**src/rtl/dlk_pkg.sv**
```systemverilog
package dlk_pkg;

  typedef enum logic [2:0] {
    PH_IDLE     = 3'd0,
    PH_LEAD_OFF = 3'd1,
    PH_LEAD_ON  = 3'd2,
    PH_ONE_ON   = 3'd3,
    PH_ZERO_OFF = 3'd4,
    PH_ZERO_ON  = 3'd5,
    PH_POST     = 3'd6
  } phase_t;

  // Field level belonging to each phase: only the two gap phases switch it off.
  function automatic logic field_on(input phase_t p);
    return !((p == PH_LEAD_OFF) || (p == PH_ZERO_OFF));
  endfunction

  function automatic int dlk_max(input int a, input int b);
    return (a > b) ? a : b;
  endfunction

endpackage

```
**src/rtl/dlk_tick_timer.sv**
```systemverilog
// Down counter advanced by the carrier tick; a phase lasting D ticks is loaded with D-1.
module dlk_tick_timer #(
  parameter int CW = 10
) (
  input  logic          clk,
  input  logic          rst,
  input  logic          tick,
  input  logic          load,
  input  logic [CW-1:0] load_val,
  output logic          expire
);

  logic [CW-1:0] cnt_q;

  always_ff @(posedge clk) begin
    if (rst) begin
      cnt_q <= '0;
    end else if (load) begin
      cnt_q <= load_val;
    end else if (tick && (cnt_q != '0)) begin
      cnt_q <= cnt_q - 1'b1;
    end
  end

  assign expire = tick && (cnt_q == '0);

  // without a tick or a reload the remaining time does not move.
  p_hold_no_tick_r9: assert property (@(posedge clk) disable iff (rst)
    (!load && !tick) |=> $stable(cnt_q));

endmodule

```
**src/rtl/dlk_bit_feed.sv**
```systemverilog
// Holds the command bits still to be sent; index 0 is dropped at capture (lead-in).
module dlk_bit_feed #(
  parameter int MAX_BITS = 64,
  parameter int CNT_W    = 7
) (
  input  logic                clk,
  input  logic                rst,
  input  logic                capture,
  input  logic                advance,
  input  logic [MAX_BITS-1:0] bits_in,
  input  logic [CNT_W-1:0]    count_in,
  output logic                cur_bit,
  output logic                more
);

  logic [MAX_BITS-1:0] sh_q;
  logic [CNT_W-1:0]    left_q;
  logic [CNT_W-1:0]    eff_cnt;

  // counts beyond the vector width are clamped.
  always_comb begin
    if (count_in > CNT_W'(MAX_BITS)) eff_cnt = CNT_W'(MAX_BITS);
    else                             eff_cnt = count_in;
  end

  always_ff @(posedge clk) begin
    if (rst) begin
      sh_q   <= '0;
      left_q <= '0;
    end else if (capture) begin
      sh_q   <= bits_in >> 1;
      left_q <= (eff_cnt == '0) ? '0 : eff_cnt - 1'b1;
    end else if (advance) begin
      sh_q   <= sh_q >> 1;
      left_q <= left_q - 1'b1;
    end
  end

  assign cur_bit = sh_q[0];
  assign more    = (left_q != '0);

  // a bit is only taken while bits remain.
  p_no_underflow_r5: assert property (@(posedge clk) disable iff (rst)
    advance |-> (left_q != '0));

  // never more than MAX_BITS-1 bits follow the lead-in.
  p_left_bound_r10: assert property (@(posedge clk) disable iff (rst)
    left_q <= CNT_W'(MAX_BITS - 1));

endmodule

```
**src/rtl/dlk_phase_ctrl.sv**
```systemverilog
module dlk_phase_ctrl
  import dlk_pkg::*;
#(
  parameter int CW           = 10,
  parameter int LEAD_OFF_T   = 55,
  parameter int LEAD_ON_T    = 18,
  parameter int ONE_T        = 32,
  parameter int ZERO_OFF_T   = 23,
  parameter int ZERO_ON_T    = 18,
  parameter int READ_WAIT_T  = 50,
  parameter int WRITE_WAIT_T = 813
) (
  input  logic          clk,
  input  logic          rst,
  input  logic          start,
  input  logic          wait_sel,
  input  logic          expire,
  input  logic          cur_bit,
  input  logic          more,
  output logic          capture,
  output logic          advance,
  output logic          load,
  output logic [CW-1:0] load_val,
  output logic          field_en,
  output logic          done
);

  phase_t phase_q, phase_d;
  logic   wsel_q;
  logic   fin;
  logic   field_q;
  logic   done_q;

  always_comb begin
    phase_d  = phase_q;
    load     = 1'b0;
    load_val = '0;
    capture  = 1'b0;
    advance  = 1'b0;
    fin      = 1'b0;
    case (phase_q)
      PH_IDLE: begin
        if (start) begin
          phase_d  = PH_LEAD_OFF;
          load     = 1'b1;
          load_val = CW'(LEAD_OFF_T - 1);
          capture  = 1'b1;
        end
      end
      PH_LEAD_OFF: begin
        if (expire) begin
          phase_d  = PH_LEAD_ON;
          load     = 1'b1;
          load_val = CW'(LEAD_ON_T - 1);
        end
      end
      PH_ZERO_OFF: begin
        if (expire) begin
          phase_d  = PH_ZERO_ON;
          load     = 1'b1;
          load_val = CW'(ZERO_ON_T - 1);
        end
      end
      PH_LEAD_ON, PH_ONE_ON, PH_ZERO_ON: begin
        if (expire) begin
          load = 1'b1;
          if (more) begin
            advance = 1'b1;
            if (cur_bit) begin
              phase_d  = PH_ONE_ON;
              load_val = CW'(ONE_T - 1);
            end else begin
              phase_d  = PH_ZERO_OFF;
              load_val = CW'(ZERO_OFF_T - 1);
            end
          end else begin
            phase_d  = PH_POST;
            load_val = wsel_q ? CW'(WRITE_WAIT_T - 1) : CW'(READ_WAIT_T - 1);
          end
        end
      end
      PH_POST: begin
        if (expire) begin
          phase_d = PH_IDLE;
          fin     = 1'b1;
        end
      end
      default: phase_d = PH_IDLE;
    endcase
  end

  always_ff @(posedge clk) begin
    if (rst) begin
      phase_q <= PH_IDLE;
      wsel_q  <= 1'b0;
      field_q <= 1'b1;
      done_q  <= 1'b0;
    end else begin
      phase_q <= phase_d;
      field_q <= field_on(phase_d);
      done_q  <= fin;
      if (capture) wsel_q <= wait_sel;
    end
  end

  assign field_en = field_q;
  assign done     = done_q;

  // an accepted start opens the lead-in gap on the next clock.
  p_lead_gap_r2: assert property (@(posedge clk) disable iff (rst)
    (phase_q == PH_IDLE && start) |=> (phase_q == PH_LEAD_OFF && !field_en));

  // done lasts one clock, with the field on and the block idle.
  p_done_single_r7: assert property (@(posedge clk) disable iff (rst)
    done |=> !done);
  p_done_field_r7: assert property (@(posedge clk) disable iff (rst)
    done |-> (field_en && phase_q == PH_IDLE));

  // a busy block moves only on an expiring tick, whatever start does.
  p_busy_hold_r8: assert property (@(posedge clk) disable iff (rst)
    (phase_q != PH_IDLE && !expire) |=> ($stable(phase_q) && $stable(field_en)));

endmodule

```
**src/rtl/pulse_gap_downlink.sv**
```systemverilog
module pulse_gap_downlink #(
  parameter int MAX_BITS     = 64,
  parameter int LEAD_OFF_T   = 55,
  parameter int LEAD_ON_T    = 18,
  parameter int ONE_T        = 32,
  parameter int ZERO_OFF_T   = 23,
  parameter int ZERO_ON_T    = 18,
  parameter int READ_WAIT_T  = 50,
  parameter int WRITE_WAIT_T = 813,
  localparam int CNT_W       = $clog2(MAX_BITS + 1)
) (
  input  logic                clk,
  input  logic                rst,
  input  logic                tick,
  input  logic                start,
  input  logic                wait_sel,
  input  logic [CNT_W-1:0]    bit_count,
  input  logic [MAX_BITS-1:0] bits,
  output logic                field_en,
  output logic                done
);

  import dlk_pkg::*;

  localparam int MAX_A   = dlk_max(dlk_max(LEAD_OFF_T, LEAD_ON_T), dlk_max(ONE_T, ZERO_OFF_T));
  localparam int MAX_B   = dlk_max(dlk_max(ZERO_ON_T, READ_WAIT_T), WRITE_WAIT_T);
  localparam int MAX_DUR = dlk_max(MAX_A, MAX_B);
  localparam int CW      = $clog2(MAX_DUR + 1);

  logic          expire;
  logic          load;
  logic [CW-1:0] load_val;
  logic          capture;
  logic          advance;
  logic          cur_bit;
  logic          more;

  dlk_tick_timer #(.CW(CW)) u_timer (
    .clk      (clk),
    .rst      (rst),
    .tick     (tick),
    .load     (load),
    .load_val (load_val),
    .expire   (expire)
  );

  dlk_bit_feed #(.MAX_BITS(MAX_BITS), .CNT_W(CNT_W)) u_feed (
    .clk      (clk),
    .rst      (rst),
    .capture  (capture),
    .advance  (advance),
    .bits_in  (bits),
    .count_in (bit_count),
    .cur_bit  (cur_bit),
    .more     (more)
  );

  dlk_phase_ctrl #(
    .CW           (CW),
    .LEAD_OFF_T   (LEAD_OFF_T),
    .LEAD_ON_T    (LEAD_ON_T),
    .ONE_T        (ONE_T),
    .ZERO_OFF_T   (ZERO_OFF_T),
    .ZERO_ON_T    (ZERO_ON_T),
    .READ_WAIT_T  (READ_WAIT_T),
    .WRITE_WAIT_T (WRITE_WAIT_T)
  ) u_ctrl (
    .clk      (clk),
    .rst      (rst),
    .start    (start),
    .wait_sel (wait_sel),
    .expire   (expire),
    .cur_bit  (cur_bit),
    .more     (more),
    .capture  (capture),
    .advance  (advance),
    .load     (load),
    .load_val (load_val),
    .field_en (field_en),
    .done     (done)
  );

  // the field is on whenever no command holds it off, so done never meets a gap.
  p_done_field_on_r1: assert property (@(posedge clk) disable iff (rst)
    done |-> field_en);

endmodule

```
**config.mk**
```make
export PLATFORM = sky130hd
export DESIGN_NAME = pulse_gap_downlink
export DESIGN_NICKNAME = d
export VERILOG_FILES = /design/src/rtl/dlk_pkg.sv /design/src/rtl/dlk_tick_timer.sv /design/src/rtl/dlk_bit_feed.sv /design/src/rtl/dlk_phase_ctrl.sv /design/src/rtl/pulse_gap_downlink.sv
export SDC_FILE = /design/constraint.sdc
export NUM_CORES = 1
export LEC_CHECK = 0
export BUFFER_PORTS_ARGS = -buffer_cell sky130_fd_sc_hd__buf_4
export CORE_ASPECT_RATIO = 1.2
export CORE_UTILIZATION = 30
export DETAILED_ROUTE_END_ITERATION = 8
export MAX_ROUTING_LAYER = met4
export PLACE_DENSITY_LB_ADDON = 0.3
export SLEW_MARGIN = 10
export SYNTH_ARGS = -nofsm -noshare
export SYNTH_HDL_FRONTEND = slang
export SYNTH_HIERARCHICAL = 1
export SYNTH_SLANG_ARGS = --single-unit
export TNS_END_PERCENT = 100
```
**constraint.sdc**
```tcl
create_clock -name clk -period 4.2 [get_ports clk]
set_input_delay 0.21 -clock clk [delete_from_list [all_inputs] [get_ports clk]]
set_output_delay 0.21 -clock clk [all_outputs]
set_load 0.005 [all_outputs]
```
Yosys cells after proc, flatten, opt, wreduce, memory -nomap -nowiden
Index checks and enable logic that the tools add are counted.
{"block": "word_totals", "wordCells": 65, "input_bits": 76, "output_inout_bits": 2, "mem_bits_ro": 0, "regBits": 86, "n_memories": 0, "latch_bits": 0, "ram_bits": 0}
{"block": "op_classes", "n_addsub": 3, "muxes": 30, "reduce_logical": 15, "div_mod_pow": 0, "shift": 0, "order_cmp": 1, "eq_ne": 8, "mul": 0, "bitwise_logic": 1}
{"operator": "63-bit 2-to-1 mux", "count": 2}
{"operator": "10-bit 2-to-1 mux", "count": 5}
{"operator": "10-bit case mux with 3 select lines", "count": 1}
{"operator": "7-bit 2-to-1 mux", "count": 4}
{"operator": "3-bit 2-to-1 mux", "count": 7}
{"operator": "3-bit case mux with 5 select lines", "count": 1}
{"operator": "7-bit by 1-bit subtractor with 7-bit output, second input constant", "count": 2}
{"operator": "3-bit == test, second input constant", "count": 4}
{"operator": "10-bit zero test", "count": 1}
{"operator": "10-bit nonzero test", "count": 1}
{"operator": "10-bit by 1-bit subtractor with 10-bit output, second input constant", "count": 1}
{"operator": "7-bit greater-than comparator, second input constant", "count": 1}
{"operator": "7-bit zero test", "count": 1}
{"operator": "7-bit nonzero test", "count": 1}
{"operator": "3-bit by 1-bit == test with 1-bit output, second input constant", "count": 2}
{"operator": "3-bit by 2-bit == test with 1-bit output, second input constant", "count": 2}
{"operator": "1-bit 2-to-1 mux", "count": 6}
{"operator": "6-bit 2-to-1 mux", "count": 1}
{"operator": "5-bit 2-to-1 mux", "count": 1}
{"operator": "5-bit OR reduction", "count": 1}
{"operator": "4-bit 2-to-1 mux", "count": 1}
{"operator": "2-bit nonzero test", "count": 2}
{"operator": "2-bit OR reduction", "count": 2}
{"operator": "3-bit zero test", "count": 1}
{"operator": "other kinds (6)", "count": 7}

Logic depth before layout (Yosys ltp)
Gate-level depths: netlist of run 1.
{"block": "depth", "word_depth": 7, "ltp_mapped": 15, "mapped_depth_nobuf": 11}

Hierarchy
Netlist of run 1, hierarchy kept.
{"mod": "dlk_bit_feed", "instances": 1, "area_per_inst_um2": 3389.5, "cells_each": 409}
{"mod": "dlk_tick_timer", "instances": 1, "area_per_inst_um2": 616.8, "cells_each": 72}
{"mod": "dlk_phase_ctrl", "instances": 1, "area_per_inst_um2": 583.1, "cells_each": 72}

Worst setup path after synthesis of run 1
OpenSTA, ideal clock, no wires.
{"block": "synth_timing", "kind": "flip-flop to flip-flop", "start": "register u_timer.cnt_q[6]", "end": "register u_feed.sh_q[10]", "required_ns": 4.072, "synth_period_minus_slack_ns": 2.451, "stages_incl_launch_ff": 13, "slack_ns": 1.749, "path_buffers": 4, "arrival_time_ns": 2.323, "path_cell_list": "dfxtp_1 > or4_1 > nor2_1 > buf_6 > nand2_1 > nor2_1 > buf_4 > buf_6 > buf_6 > mux2i_1 > nor2_1 > a21oi_1 > nor2_1"}
{"block": "synth_between", "elab_chain_cells": 5}
{"element": "start, declared", "line_no": "dlk_tick_timer.sv:13", "text": "logic [CW-1:0] cnt_q;"}
{"element": "start signal, assigned", "line_no": "dlk_tick_timer.sv:19", "text": "cnt_q <= load_val;"}
{"element": "start signal, assigned", "line_no": "dlk_tick_timer.sv:21", "text": "cnt_q <= cnt_q - 1'b1;"}
{"element": "10-bit zero test", "line_no": "dlk_tick_timer.sv:25", "text": "assign expire = tick && (cnt_q == '0);"}
{"element": "1-bit logical AND", "line_no": "dlk_tick_timer.sv:25"}
{"element": "named net expire", "line_no": "pulse_gap_downlink.sv:30", "text": "logic expire;"}
{"element": "1-bit 2-to-1 mux", "line_no": "dlk_phase_ctrl.sv:65", "text": "if (expire) begin"}
{"element": "1-bit 2-to-1 mux", "line_no": "dlk_phase_ctrl.sv:41", "text": "case (phase_q)"}
{"element": "named net advance", "line_no": "pulse_gap_downlink.sv:34", "text": "logic advance;"}
{"element": "2-bit nonzero test (no line)"}
{"element": "end signal, assigned", "line_no": "dlk_bit_feed.sv:31", "text": "sh_q <= bits_in >> 1;"}
{"element": "end signal, assigned", "line_no": "dlk_bit_feed.sv:34", "text": "sh_q <= sh_q >> 1;"}
{"element": "end, declared", "line_no": "dlk_bit_feed.sv:16", "text": "logic [MAX_BITS-1:0] sh_q;"}
The timed path passes the listed nets, and every way through them passes these cells.
A chain may end at the register's enable or synchronous reset.

Worst setup path after layout of run 1
{"block": "layout_timing", "start": "register u_timer.cnt_q[3]", "end": "register u_feed.sh_q[40]"}
The elaborated chain is that of the path after synthesis.

==> metrics.md, run 1 <==
| Metric | Value |
|---|---|
| Run status | finished clean |
| Vias in the first global route | 3666 |
| Leak pwr | 2.10 nW |
| Sequential fraction of the synthesis area | 37.5% |
| Clock Pin Slew Worst Setup and Hold Paths | 70 ps |
| Period utilization | 73.5% |
| Area growth from synthesis to layout | 20.3% |
| CP endpoint kind | register |
| FF-to-FF End | u_feed/sh_q[40] |
| Hold path start | bits[17] |
| Setup repair after global routing missed its margin | no |
| Grt total ovfl | 0 |
| WL/cell | 11.8 µm |
| Initial antenna violation count | 0 |
| Post-synthesis mux area share | 14.6% |
| Layout Skew | 11.9 ps |
| Hold Path Depth | 3 |
| Synth Area in XOR/XNOR | 2.48% |
| Max Cap Viol | 0 |
| Drt pass-1 iters | 4 |
| Clock sink count | 86 |
| Slew Limit Headroom | 35.6% |
| Crit Path Max Fanout | 32 |
| FF-to-FF Start | u_timer/cnt_q[3] |
| Syn avg cell area | 8.30 µm² |
| Commonest cells post-synth | nor2_1, dfxtp_1, a21oi_1, mux2i_1, inv_1 |
| Ranking of synthesized cells by area | dfxtp_1, mux2i_1, nor2_1, a21oi_1, xnor2_1 |
| H-tree depth | 3 |
| Routability Congestion | 0.798 |
| DRC errors left | 0 |
| Chip height | 137 µm |
| Via count | 3892 |
| Via-to-Cell Ratio | 4.78 |
| Largest net degree at the start of global routing | 104 |
| Post-synth EDFFs | 0 |
| Top cell type's share of synthesized area | 37.5% |
| CTS resizes | 0 |
| CTS Hold Buffers Added | 0 |
| Core ar. | 0.0150 mm² |
| Worst r2r path cells | 11 |
| Tot GR Track Use | 13.0% |
| Critical path class | reg2reg |
| Hold WC Path Type | in2reg |
| Measured slew at the worst slew-check pin | 966 ps |
| Synth cell types | 67 |
| Violation count after the first detailed-route iteration | 119 |
| Cells after synthesis | 553 |
| Final Hold Viols | 0 |
| DIE AREA | 0.0158 mm² |
| CP arrival | 3260 ps |
| P per Cell Area | 421 mW/mm² |
| Layout cells sized above 1 | 20.3% |
| Filler Cells Inserted | 1598 |
| Sequential cell area | 0.00172 mm² |
| Final setup violation count | 0 |
| Clock Tree Buf Depth | 2 |
| VDD IR max | 167 µV |
| Pins Over Slew Limit | 0 |
| Multi-input logic area | 0.00255 mm² |
| Std cell rows | 49 |
| Post-Layout Cell Count | 814 |
| CTS tree | built |
| Top_reg_cell synth | dfxtp_1 |
| DP Cell Count | 798 |
| Final Net Count | 684 |
| # diodes | 0 |
| Top-Level Pins | 78 |
| Compound-gate portion of the synthesized area | 16.1% |
| Setup Fix Bufs, Post-CTS | 0 |
| DP Wirelength | 6570 µm |
| Post-synth ARST share | 0% |
| Post-Route WL | 9640 µm |
| Cell Area, Synth | 0.00459 mm² |
| FF+latch count, synth | 86 |
| Largest family of logic cells by synthesized area | simple AND/OR/NAND/NOR gates |
| Die width | 115 µm |
| CP cell instances | nor3_1 > nand2_1 > nor2_1 > buf_4 > nand2_1 > nor2_4 > buf_12 > mux2i_1 > nor2_1 > a21oi_1 > nor2_1 |
| CTS buffer count | 9 |
| Final TNS setup | 0 ps |
| Max stage delay on crit path | 580 ps |
| Area share of fa/ha/maj cells after synthesis | 0.818% |
| Port-buffer cells | 76 |
| Clock insertion delay at the later pin of the skew report | 330 ps |
| Warnings, synthesis | 6 |
| Hold Crit Endpoint | u_feed/sh_q[16] |
| Initial Util | 30.7% |
| Post-route ant nets | 0 |
| WP data required | 4380 ps |
| Type of origin of the critical path | register |
| Library cell with the highest instance count after synthesis | nor2_1 |
| CP max-delay cell | nor2_4 |
| Crit-path most repeated cell | nor2_1 |
| Simple logic cell fraction of the synthesized area | 21.2% |
| Tot Pwr | 2.32 mW |
| Global-route wire length before repair | 16300 µm |
| Synth area leader | dfxtp_1 |
| Max Fclk | 0.324 GHz |
| Reg2reg setup slack | 1110 ps |
| CTS Root Buffer Type | clkbuf_16 |
| Tmin final | 3090 ps |
## critical path, delay by kind of cell, from the launching register on
family	cells	cell delay (ps)
and+or+nand+nor	7	1650
buffers and inverters	2	530
DFF	1	350
muxes	1	210
AOI/OAI and AO/OA	1	170
## worst max-delay path by stage
stage	from	to	slack [ps]	depth (start not counted)
after floorplan	u_timer/cnt_q[6]	u_feed/sh_q[10]	1750	12
after global placement	u_timer/cnt_q[3]	u_feed/sh_q[35]	1120	11
after detailed placement	u_timer/cnt_q[3]	u_feed/left_q[3]	1090	10
after CTS	u_timer/cnt_q[3]	u_feed/left_q[3]	1070	10
after global routing	u_timer/cnt_q[3]	u_feed/sh_q[57]	830	11
final	u_timer/cnt_q[3]	u_feed/sh_q[40]	1110	11
## metal layers
layer,vias to the layer above,global-route usage [%],share of wire [%]
met5,-,-,0
met3,5,2.90,4.2
li1,2005,-,-
met1,1814,15.6,46
met4,0,3.39,0.76
met2,68,22.0,49
## power breakdown
group	internal [mW]	total, mW	switching, mW	leakage [nW]
Sequential	0.916	0.995	0.0796	0.707
Clock	0.448	0.757	0.309	0.142
Combinational	0.259	0.573	0.313	1.25
Total	1.62	2.32	0.702	2.10
## metrics by stage
| step | util, % | setup slack (ps) | hold WS [ps] | cell area [µm²] |
|---|---|---|---|---|
| 2_1_floorplan | - | 1750 | 279 | 4590 |
| 3_3_place_gp | 35.0 | 1120 | 437 | 5240 |
| 3_5_place_dp | 35.0 | 1090 | 446 | 5240 |
| 4_1_cts | 36.9 | 1070 | 99.8 | 5520 |
| 5_1_grt | 36.9 | 831 | 112 | 5520 |
| 6_report | 36.9 | 1110 | 112 | 5520 |
## placed cells by master, fill, tap and decap left out, types with 3 or more instances in the layout
cell type / count
buf_4: 79
a211oi_1: 7
ha_1: 3
nor3_1: 6
nand4_1: 3
a21oi_1: 69
nand3_1: 4
xor2_1: 4
nor2_1: 150
mux2i_1: 67
clkbuf_16: 9
nand2_1: 14
a221oi_1: 3
inv_1: 16
clkbuf_8: 3
o21ai_0: 9
a31oi_1: 4
dfxtp_1: 86
xnor2_1: 9
## cell families (layout without fill, tap and decap cells)
kind of cell / Yosys count / after routing
AO/OA/AOI/OAI: 116 / 116
XOR/XNOR: 13 / 13
adder cells (fa/ha/maj): 3 / 3
buffers and inverters: 59 / 115
flip-flops: 86 / 86
multiplexers: 67 / 67
other: 1 / 2
AND/OR/NAND/NOR: 208 / 208
## flip-flops by register name, summed over array words and instances, names as in the netlist
register	count
u_ctrl/field_en	1
u_feed/sh_q	63
u_timer/cnt_q	10
u_ctrl/done	1
u_ctrl/phase_q	3
u_feed/left_q	7
u_ctrl/wsel_q	1
## area by class of cell
type / count / area share [%]
Clock buffer: 13 / 4.89
Multi-Input combinational cell: 409 / 46.2
Timing Repair Buffer: 81 / 11.5
Clock inverter: 3 / 0.317
Inverter: 18 / 1.31
Sequential cell: 86 / 31.2
Tap cell: 204 / 4.62
Power figures use the tool's default switching activity.
==> run 2: changes to the inputs <==
- ABC_AREA: not set -> 1
- clock period: 4.2 -> 2.7 ns (I/O delays scaled with it)
==> run 2 against run 1 <==
Net effect:
- largest cell class unchanged
- core utilization increased by 0.49 points
- highest routed layer unchanged
- via count increased by 7.7%
- register-to-register slack worse by 830 ps
- flip-flop and latch count did not move
- sequential share of layout area shrank 1.7 points
- critical path type unchanged
==> metrics.md, run 2 <==
| Metric | Value |
|---|---|
| Pins Over Slew Limit | 0 |
| Syn avg cell area | 7.66 µm² |
| Post-route ant nets | 0 |
| Top cell type's share of synthesized area | 35.9% |
| Warnings, synthesis | 6 |
| Cell Area, Synth | 0.00480 mm² |
| Most common cell after layout, fill and taps aside | nand2_1 |
| Top-Level Pins | 78 |
| CTS tree | built |
| Area growth from synthesis to layout | 21.8% |
| Vias in the first global route | 4014 |
| Library cell with the highest instance count after synthesis | nand2_1 |
| Global-route wire length before repair | 18200 µm |
| Most frequent cells in the layout | nand2_1, buf_4, dfxtp_1 |
| Tmin final | 2420 ps |
| Critical path class | reg2reg |
| Post-synth ARST share | 0% |
| Type of origin of the critical path | register |
| Synth area leader | dfxtp_1 |
| Synth Area in XOR/XNOR | 1.09% |
| # diodes | 0 |
| DIE AREA | 0.0165 mm² |
| Std cell rows | 50 |
| Max reg flops | 63 |
| Setup repair after global routing missed its margin | no |
| WP data required | 2900 ps |
| Layout cells sized above 1 | 33.3% |
| Layout Skew | 11.9 ps |
| Grt total ovfl | 0 |
| Switch Pwr | 1.70 mW |
| Met2 WL | 4960 µm |
| Clock sink count | 86 |
| Filler Cells Inserted | 1697 |
| Largest Register | u_feed/sh_q |
| Violation count after the first detailed-route iteration | 126 |
| H-tree depth | 3 |
| WL/cell | 11.7 µm |
| Clock insertion delay at the later pin of the skew report | 340 ps |
| Max Fclk | 0.413 GHz |
| Metal1 wirelength | 5130 µm |
| Final TNS setup | 0 ps |
| Ranking of synthesized cells by area | dfxtp_1, nand2_1, a31oi_2, nand2_2, a22oi_1 |
| Comb pwr share | 36.7% |
| Largest regs | u_feed/sh_q x63, u_timer/cnt_q x10, u_feed/left_q x7 |
| Largest family of logic cells by synthesized area | simple AND/OR/NAND/NOR gates |
| Chip height | 141 µm |
| Top_reg_cell synth | dfxtp_1 |
| Port-buffer cells | 76 |
| Hold Path Depth | 3 |
| Clock Tree Buf Depth | 2 |
| Top routing layer in use | met4 |
| Post-synthesis mux area share | 0% |
| VDD IR max | 302 µV |
| Hold WC Path Type | in2reg |
| FF+latch count, synth | 86 |
| CTS Hold Buffers Added | 0 |
| Slew Limit Headroom | 61.3% |
| Setup Fix Bufs, Post-CTS | 0 |
| Largest net degree at the start of global routing | 69 |
| Drt pass-1 iters | 4 |
| Sequential fraction of the synthesis area | 35.9% |
| Seq pwr share | 35.8% |
| CTS Root Buffer Type | clkbuf_16 |
| Period utilization | 89.6% |
| Commonest cells post-synth | nand2_1, dfxtp_1, nor2_1, nand2_2, inv_1 |
| Synth cell types | 40 |
| Via-to-Cell Ratio | 4.61 |
| Core ar. | 0.0156 mm² |
| Post-Route WL | 10700 µm |
| P per Cell Area | 794 mW/mm² |
| Pint | 2.95 mW |
| Tot GR Track Use | 13.6% |
| DP Wirelength | 7410 µm |
| Setup slack after layout | 282 ps |
| Max Cap Viol | 0 |
| Cells after synthesis | 627 |
| Run status | finished clean |
| Compound-gate portion of the synthesized area | 21.1% |
| Initial antenna violation count | 0 |
| Post-synth EDFFs | 0 |
| Crit Path Max Fanout | 23 |
| Worst r2r path cells | 16 |
| Measured slew at the worst slew-check pin | 580 ps |
| Final setup violation count | 0 |
| Clock Pin Slew Worst Setup and Hold Paths | 70 ps |
| Switch share | 36.6% |
| Via count | 4192 |
| Clock network power share | 27.5% |
| Leak pwr | 2.34 nW |
| Routability Congestion | 0.784 |
| DRC errors left | 0 |
| CP arrival | 2620 ps |
| Area share of fa/ha/maj cells after synthesis | 0.782% |
| Initial Util | 30.7% |
| Final Hold Viols | 0 |
| CP endpoint kind | register |
| Final Net Count | 776 |
| DP Worst Slack | 110 ps |
| Die width | 117 µm |
| Simple logic cell fraction of the synthesized area | 31.6% |
| Routed length on met3 | 458 µm |
| CTS buffer count | 9 |
-- run 2: changes by cell type after synthesis, sizes merged, moves of 23 or more --
cell / before / now
nand2: 15 / 224
mux2i: 67 / 0
nor2: 152 / 60
inv: 18 / 45
a21oi: 69 / 41
a31oi: 4 / 35
nand3: 4 / 27
a22oi: 1 / 26
-- run 2: cell families (layout without fill, tap and decap cells) --
kind of cell,count (synthesis),after routing
xor+xnor,6,6
flops,86,86
simple gates,324,324
buf+inv,80,154
compound gates,127,127
fa+ha+maj,3,3
other cells,1,2
-- run 2: worst paths after layout --
| path | start | endpoint | slack [ps] |
|---|---|---|---|
| worst max-delay path | u_timer/cnt_q[0] | u_feed/sh_q[27] | 280 |
| worst min-delay path | bits[63] | u_feed/sh_q[62] | 70 |
| worst max register to register | u_timer/cnt_q[0] | u_feed/sh_q[27] | 280 |
| worst min register to register | u_feed/sh_q[24] | u_feed/sh_q[24] | 460 |
-- run 2: critical path, stage by stage (launching register included) --
cell     delay [ps]
dfxtp_1         330
inv_1            90
ha_1            180
nand2_2          90
nor2_4          180
nand3_2         110
nor2_2          140
inv_2            70
nor2_4          140
inv_2            70
nor2_2          170
inv_2            80
nand2_4         120
inv_4           150
buf_4           220
nand2_2          60
a31oi_2          60
-- run 2: repair_timing --
action	CTS	global route
resized for setup	0	2
endpoints found under the setup margin	0	63
hold endpoints to repair	0	0
-- run 2: power groups by stage --
stage / clock network (mW) / logic (mW) / registers (mW)
floorplan: 0 / 1.40 / 1.65
global placement: 0 / 1.71 / 1.69
detailed placement: 0 / 1.72 / 1.69
CTS: 1.31 / 1.73 / 1.66
global route: 1.36 / 1.94 / 1.69
finish: 1.28 / 1.71 / 1.66
-- run 2: layout make-up --
| type | instances | area (µm²) | share of cell area, % |
|---|---|---|---|
| Clock inverter | 6 | 67.6 | 1.15 |
| Multi-Input combinational cell | 462 | 2630 | 45.0 |
| Tap cell | 208 | 260 | 4.45 |
| Timing Repair Buffer | 91 | 746 | 12.7 |
| Inverter | 47 | 185 | 3.17 |
| Clock buffer | 10 | 239 | 4.08 |
| Sequential cell | 86 | 1720 | 29.4 |
-- run 2: through the flow --
stage | power (mW) | utilization (%) | area, µm² | cells | hold WS, ps
2_1_floorplan | 3.05 | - | 4810 | 628 | 197
3_3_place_gp | 3.40 | 35.4 | 5540 | 894 | 413
3_5_place_dp | 3.41 | 35.4 | 5540 | 894 | 420
4_1_cts | 4.70 | 37.4 | 5850 | 910 | 61.3
5_1_grt | 4.99 | 37.4 | 5850 | 910 | 74.3
6_report | 4.65 | 37.4 | 5850 | 910 | 68.4
-- run 2: layer usage --
metal | vias to the layer above | GRT usage, %
met3 | 11 | 3.03
met5 | - | -
li1 | 2208 | -
met2 | 65 | 22.0
met4 | 0 | 4.66
met1 | 1908 | 16.8
